<file path="src/rtl/clkcfg_pkg.sv">
package clkcfg_pkg;

    typedef enum logic [1:0] {
        ADR_SELPRE = 2'd0,
        ADR_DIV    = 2'd1,
        ADR_TRIG   = 2'd2,
        ADR_NONE   = 2'd3
    } cfg_addr_e;

    localparam int TRIG_PRE  = 0;
    localparam int TRIG_MAIN = 1;
    localparam int N_TRIG    = 2;

    function automatic logic [31:0] field_get(logic [31:0] word, int sh, int wd);
        logic [31:0] mask;
        mask = (wd >= 32) ? 32'hFFFF_FFFF : ((32'h1 << wd) - 32'h1);
        return (word >> sh) & mask;
    endfunction

endpackage

</file>
<file path="src/rtl/clkcfg_trig.sv">
module clkcfg_trig #(
    parameter int LAT = 4
) (
    input  logic clk,
    input  logic rst,
    input  logic go,
    input  logic clk_on,
    output logic busy,
    output logic fire
);
    localparam int CW = (LAT > 2) ? $clog2(LAT) : 1;

    logic [CW-1:0] cnt;

    assign fire = busy && clk_on && (cnt == CW'(LAT - 1));

    always_ff @(posedge clk) begin
        if (rst) begin
            busy <= 1'b0;
            cnt  <= '0;
        end else if (!busy) begin
            busy <= go;
            cnt  <= '0;
        end else if (clk_on) begin
            if (fire) begin
                busy <= 1'b0;
                cnt  <= '0;
            end else begin
                cnt <= cnt + CW'(1);
            end
        end
    end
endmodule

</file>
<file path="src/rtl/clkcfg_shadow.sv">
module clkcfg_shadow
    import clkcfg_pkg::*;
#(
    parameter int SEL_W   = 3,
    parameter int SEL_SH  = 0,
    parameter int PDIV_W  = 4,
    parameter int PDIV_SH = 8,
    parameter int DIV_W   = 8,
    parameter int DIV_SH  = 0
) (
    input  logic              clk,
    input  logic              rst,
    input  logic              wr_en,
    input  logic [1:0]        wr_addr,
    input  logic [31:0]       wr_data,
    input  logic [1:0]        rd_addr,
    input  logic [N_TRIG-1:0] busy,
    output logic [31:0]       rd_data,
    output logic [SEL_W-1:0]  sel_sh,
    output logic [PDIV_W-1:0] pdiv_sh,
    output logic [DIV_W-1:0]  div_sh
);
    always_ff @(posedge clk) begin
        if (rst) begin
            sel_sh  <= '1;
            pdiv_sh <= '0;
            div_sh  <= '0;
        end else if (wr_en) begin
            case (cfg_addr_e'(wr_addr))
                ADR_SELPRE: begin
                    sel_sh  <= SEL_W'(field_get(wr_data, SEL_SH, SEL_W));
                    pdiv_sh <= PDIV_W'(field_get(wr_data, PDIV_SH, PDIV_W));
                end
                ADR_DIV: div_sh <= DIV_W'(field_get(wr_data, DIV_SH, DIV_W));
                default: ;
            endcase
        end
    end

    always_comb begin
        case (cfg_addr_e'(rd_addr))
            ADR_SELPRE: rd_data = (32'(sel_sh) << SEL_SH) | (32'(pdiv_sh) << PDIV_SH);
            ADR_DIV:    rd_data = 32'(div_sh) << DIV_SH;
            ADR_TRIG:   rd_data = 32'(busy);
            default:    rd_data = '0;
        endcase
    end
endmodule

</file>
<file path="src/rtl/clkcfg_commit.sv">
module clkcfg_commit
    import clkcfg_pkg::*;
#(
    parameter int SEL_W    = 3,
    parameter int SEL_SH   = 0,
    parameter int N_PARENT = 5,
    parameter int PDIV_W   = 4,
    parameter int PDIV_SH  = 8,
    parameter int DIV_W    = 8,
    parameter int DIV_SH   = 0,
    parameter int FRAC_W   = 2,
    parameter int LAT      = 4
) (
    input  logic              clk,
    input  logic              rst,
    input  logic              clk_on,
    input  logic              wr_en,
    input  logic [1:0]        wr_addr,
    input  logic [31:0]       wr_data,
    input  logic [1:0]        rd_addr,
    output logic [31:0]       rd_data,
    output logic [SEL_W-1:0]  sel_out,
    output logic              parent_bad,
    output logic [PDIV_W:0]   pre_div_out,
    output logic [DIV_W:0]    div_out
);
    localparam logic [DIV_W:0] DIV_ONE = (DIV_W+1)'(1) << FRAC_W;

    logic [N_TRIG-1:0] go, busy, fire;
    logic [SEL_W-1:0]  sel_sh, sel_q;
    logic [PDIV_W-1:0] pdiv_sh, pdiv_q;
    logic [DIV_W-1:0]  div_sh, div_q;
    logic              bad_q;

    clkcfg_shadow #(
        .SEL_W(SEL_W), .SEL_SH(SEL_SH), .PDIV_W(PDIV_W), .PDIV_SH(PDIV_SH),
        .DIV_W(DIV_W), .DIV_SH(DIV_SH)
    ) u_shadow (
        .clk(clk), .rst(rst), .wr_en(wr_en), .wr_addr(wr_addr), .wr_data(wr_data),
        .rd_addr(rd_addr), .busy(busy), .rd_data(rd_data),
        .sel_sh(sel_sh), .pdiv_sh(pdiv_sh), .div_sh(div_sh)
    );

    for (genvar g = 0; g < N_TRIG; g++) begin : g_trig
        assign go[g] = wr_en && (cfg_addr_e'(wr_addr) == ADR_TRIG) && wr_data[g];
        clkcfg_trig #(.LAT(LAT)) u_trig (
            .clk(clk), .rst(rst), .go(go[g]), .clk_on(clk_on),
            .busy(busy[g]), .fire(fire[g])
        );
    end

    always_ff @(posedge clk) begin
        if (rst) begin
            sel_q  <= '0;
            bad_q  <= 1'b0;
            pdiv_q <= '0;
            div_q  <= '0;
        end else begin
            if (fire[TRIG_PRE]) begin
                pdiv_q <= pdiv_sh;
                if (32'(sel_sh) < N_PARENT) begin
                    sel_q <= sel_sh;
                    bad_q <= 1'b0;
                end else begin
                    bad_q <= 1'b1;
                end
            end
            if (fire[TRIG_MAIN]) div_q <= div_sh;
        end
    end

    assign sel_out     = sel_q;
    assign parent_bad  = bad_q;
    assign pre_div_out = {1'b0, pdiv_q} + (PDIV_W+1)'(1);
    assign div_out     = {1'b0, div_q} + DIV_ONE;
endmodule

</file>
<file path="config.mk">
export PLATFORM = sky130hd
export DESIGN_NAME = clkcfg_commit
export DESIGN_NICKNAME = d
export VERILOG_FILES = /design/src/rtl/clkcfg_pkg.sv /design/src/rtl/clkcfg_trig.sv /design/src/rtl/clkcfg_shadow.sv /design/src/rtl/clkcfg_commit.sv
export SDC_FILE = /design/constraint.sdc
export NUM_CORES = 1
export LEC_CHECK = 0
export BUFFER_PORTS_ARGS = -buffer_cell sky130_fd_sc_hd__clkbuf_2
export CAP_MARGIN = 10
export CORE_MARGIN = 1
export CORE_UTILIZATION = 45
export DETAILED_ROUTE_END_ITERATION = 8
export HOLD_SLACK_MARGIN = 0.02
export PLACE_DENSITY_LB_ADDON = 0.05
export RECOVER_POWER = 25
export SYNTH_ARGS = -nofsm -noshare
export SYNTH_HDL_FRONTEND = slang
export SYNTH_SLANG_ARGS = --single-unit
</file>
<file path="constraint.sdc">
create_clock -name clk -period 1.56 [get_ports clk]
set_clock_uncertainty 0.1 [all_clocks]
set_input_delay 0.234 -clock clk [delete_from_list [all_inputs] [get_ports clk]]
set_output_delay 0.234 -clock clk [all_outputs]
set_load 0.02 [all_outputs]
</file>
; After elaboration in Yosys (flattened, before gate mapping)
; Cells that the tools add are included.
[word_totals]
reg_bits = 37
out_inout_bits = 50
wordCells = 49
[classes]
n_addsub = 4
order_cmp = 1
eq_ne = 6
muxes = 10
bitwise = 3
n_reduce_logical = 14
[op_table]
columns = operator, count
row1 = $pmux W32 S3, 1
row2 = $or A3 B12 Y12, 1
row3 = $add A8 B3 Y9 const B, 1
row4 = $eq A2 B2 Y1 const B, 4
row5 = $logic_and A1 B1 Y1, 7
row6 = $mux W1, 7
row7 = $reduce_and A2 Y1, 3
row8 = $add A4 B1 Y5 const B, 1
row9 = $add A2 B1 Y2 const B, 2
row10 = $eq A2 B1 Y1 const B, 2
row11 = $logic_not A2 Y1, 2
row12 = $mux W2, 2
row13 = $reduce_or A2 Y1, 2
row14 = $lt A3 B3 Y1 const B, 1
row15 = $not A1 Y1, 2

; Depth between registers and ports, before layout
[logic_depth]
word_depth = 5
mapped_depth = 5
depth_no_buf = 4

; Modules after synthesis
; A second synthesis with hierarchy kept.
[hier_totals]
cells_unflattened = 211
area_unflattened_um2 = 1991.9
[modules_own_cells]
columns = mod, n_inst, cells_each, area_per_inst_um2
row1 = clkcfg_shadow, 1, 105, 949.7
row2 = clkcfg_commit, 1, 80, 779.5
row3 = clkcfg_trig, 2, 13, 131.4

; Least setup slack after synthesis
; OpenSTA, ideal clock, no wires.
[synth_path]
path_type = flip-flop to output port
startpoint = register div_q[2]
endpoint = output port div_out[6]
arrival_ns = 1.041
setup_slack_ns = 0.185
stages_incl_launch_ff = 4
path_buffers = 0
cell_sequence = dfxtp_1 -> ha_1 -> nand3_1 -> xnor2_1
[synth_via]
elab_chain_len = 1
[synth_rtl]
columns = element, line
row1 = "start, declared", clkcfg_commit.sv:32  ; logic [DIV_W-1:0] div_sh, div_q;
row2 = "start signal, assigned", clkcfg_commit.sv:68  ; if (fire[TRIG_MAIN]) div_q <= div_sh;
row3 = $add A8 B3 Y9, clkcfg_commit.sv:75  ; assign div_out = {1'b0, div_q} + DIV_ONE;
row4 = "end, declared", clkcfg_commit.sv:25  ; output logic [DIV_W:0] div_out
; No other way between the ends.

; Worst setup path in the final report
[layout_path]
startpoint = register div_q[3]
endpoint = output port div_out[6]
; The elaborated chain is that of the path after synthesis.

==> impl_results.md <==
* Outcome: completed
* Worst slew pin tran at roughly 0.63 ns
* Type of the worst setup path: register to primary output
* Final slew viol count at 0
* Flop2flop setup slack at 0.23 ns
* Iter 0 DRT Violations at slightly below 60
* WL final at 3530 um
* Height of the die at 65.9 um
* First-pass GRT wire length at ~6000 um
* Rows at 22
* GRT Overall Usage at 18.4%
* Clock Tree Buf Depth at 2
* CORE AREA at approximately 3800 um^2
* Post-DP HPWL at ~2600 um
* Worst Setup Start Kind: register
* Max Cap Viol at 0
* Avg Cell Area, Syn at 8.67 um^2
* Worst r2r path cells at 4
* Final setup vio count at 0
* Vias in the first global route at 1,415
* Crit share post-route at a little over nine tenths
* Required time of the worst setup path at 1.23 ns
* Starting density of the core at 48.4%
* RSZ-0062 raised after global routing: true
* Htree depth at 2
* Routed vias/inst at just under 5
* Router iterations before antenna repair at 4
* Crit-path max FO at 4
* Cells after synthesis at 212
* Worst hold path endpoint: u_shadow.pdiv_sh[0]
* Lkg Pwr at 0.00102 uW
* Reg2reg end: parent_bad
* Num Clock Sinks at 37
* Global route overflow at 0
* Pwr Total at 1810 uW
* Hold path start: wr_data[8]
* Crit path DAT at 1.17 ns
* Die width at 65.9 um
* Pwr dens at 835 nW/um^2
* CP Capture Type: primary output
* Number of buffers created by CTS at 5
* Area Overhead vs Synth at 18.1%
* Fin. Hold Viols at 0
* WL/cell at about 11 um
* Area of the die at 4340 um^2
* Cell taking the most area after synthesis: dfxtp_1
* TNS Setup at 0 ns
* Min-Delay Path Class: input port to register
* WHS Path Cells at 3
* Share of cells above drive strength 1 at 28.4%
* Sequential area share after synthesis at between 40% and 50%
* Ports at 90
* Via count at between 1,500 and 2,000
* IO Port Bufs at 49
* # nets final at about 310
* Routed Antenna Nets at 0
* DRC violations left at 0
* CTS tree: built
* CTS root buf: clkbuf_8
* Fmax achieved at 663 MHz
* Number of synthesized register bits at 37
* Commonest non-fill, non-tap cell in the layout: clkbuf_2
* # diodes at 0
* YS warnings at 0
* Maximum vdd drop at between 0.4 and 0.5 mV
* Hold Slack at 0.0814 ns
* Worst skew pair latency at 0.28 ns
* Reg clk slew, reported paths at 0.07 ns
* Cell variety after synth at 29
* Largest net degree at the start of global routing at 27
* Synth top area cells: dfxtp_1, buf_4, mux2i_1
* Initial antenna violation count at 0
* GPL Wtd Cong at 0.705
* Post-synth top area share at 40.3%
* Final min period at roughly 1.5 ns
* Max-slew headroom at 57.7%
* Synthesized area at ~1800 um^2
* Reg-to-Reg Start: g_trig[0].u_trig.cnt[0]
* Top library cells by usage in the layout, fill and taps aside: clkbuf_2, dfxtp_1, nand2_1, nor2_1, conb_1
-- worst max path at each step --
stage	end	depth (start not counted)	slack, ns	start
floorplan	div_out[6]	3	0.19	div_q[2]
global placement	rd_data[7]	4	0.18	rd_addr[0]
detailed placement	rd_data[7]	4	0.16	rd_addr[0]
CTS	div_out[7]	4	0.004	div_q[4]
global route	pre_div_out[2]	3	-0.02	pdiv_q[1]
finish	div_out[6]	4	0.05	div_q[3]
-- cells by family (layout without fill, tap and decap cells) --
logic type | after synthesis | after routing | synth area share, %
other | 1 | 20 | 0.204
buffers and inverters | 35 | 68 | 13.2
muxes | 17 | 17 | 9.26
DFF | 37 | 37 | 40.3
AOI/OAI and AO/OA | 25 | 25 | 7.69
xor gates and xnor gates | 6 | 6 | 2.86
adders and majority gates | 4 | 4 | 2.72
and+or+nand+nor | 87 | 87 | 23.8
-- report_power, final --
part | internal (uW) | switching (uW) | total [uW] | leakage [uW]
combinational | 62.0 | 117 | 179 | 0.000674
clock | 350 | 309 | 659 | 0.0000443
sequential | 958 | 15.7 | 974 | 0.000303
total | 1370 | 442 | 1810 | 0.00102
-- critical path: stages (launching register included) --
cell and delay (ns):
dfxtp_4 0.37, ha_4 0.14, nand3_2 0.07, xnor2_1 0.15, buf_4 0.16
-- timing repair --
action,CTS,global route
hold buffers,0,0
setup buffers,2,0
cloned,0,0
pin swaps,0,4
gates resized for setup,9,11
endpoints found under the setup margin,2,5
-- metrics by stage --
stage / setup WS (ns) / instance area, um^2 / util (%) / std cells
2_1_floorplan: 0.185 / 1910 / - / 231
3_3_place_gp: 0.180 / 2040 / 53.6 / 303
3_5_place_dp: 0.164 / 2040 / 53.6 / 303
4_1_cts: 0.00374 / 2160 / 57.0 / 312
5_1_grt: -0.0204 / 2170 / 57.1 / 312
6_report: 0.0513 / 2170 / 57.1 / 312
-- flip-flops by register name, summed over array words and instances (netlist names) --
| register | count |
|---|---|
| u_shadow.pdiv_sh | 4 |
| u_shadow.sel_sh | 3 |
| u_shadow.div_sh | 8 |
| g_trig.u_trig.busy | 2 |
| pdiv_q | 4 |
| parent_bad | 1 |
| div_q | 8 |
| sel_out | 3 |
| g_trig.u_trig.cnt | 4 |
-- synthesized netlist by cell type --
master and n:
nand3b_1 2, mux2i_1 17, and4b_1 1, buf_6 2, and3b_2 1, conb_1 1
buf_4 25, nor3b_1 2, nor2_1 21, a211o_1 3, dfxtp_1 37, clkbuf_1 3
xor2_1 2, and3_1 5, nor2b_1 2, nor3b_2 1, inv_1 3, nand2_1 27
nand3_1 6, and2_1 9, nor2b_2 3, ha_1 4, buf_2 2, nand2b_1 2
xnor2_1 4, a211oi_1 2, nor3_1 5, a21oi_1 18, o21ai_0 2
-- routing by layer --
metal | vias up | global-route usage (%) | part of all wire (%)
met5 | - | 0 | 0
met4 | 0 | 6.52 | 1.4
met3 | 7 | 4.14 | 5.3
met2 | 56 | 31.1 | 45
met1 | 676 | 22.6 | 49
li1 | 762 | - | -
-- layout make-up --
cell class / count / area (um^2)
fill: 376 / 1630
sequential: 37 / 753
clock buffer: 7 / 86.3
tap: 48 / 60.1
inverter: 3 / 11.3
timing repair buffer: 58 / 312
multi-input combinational: 159 / 948
Power figures use the tool's default switching activity.
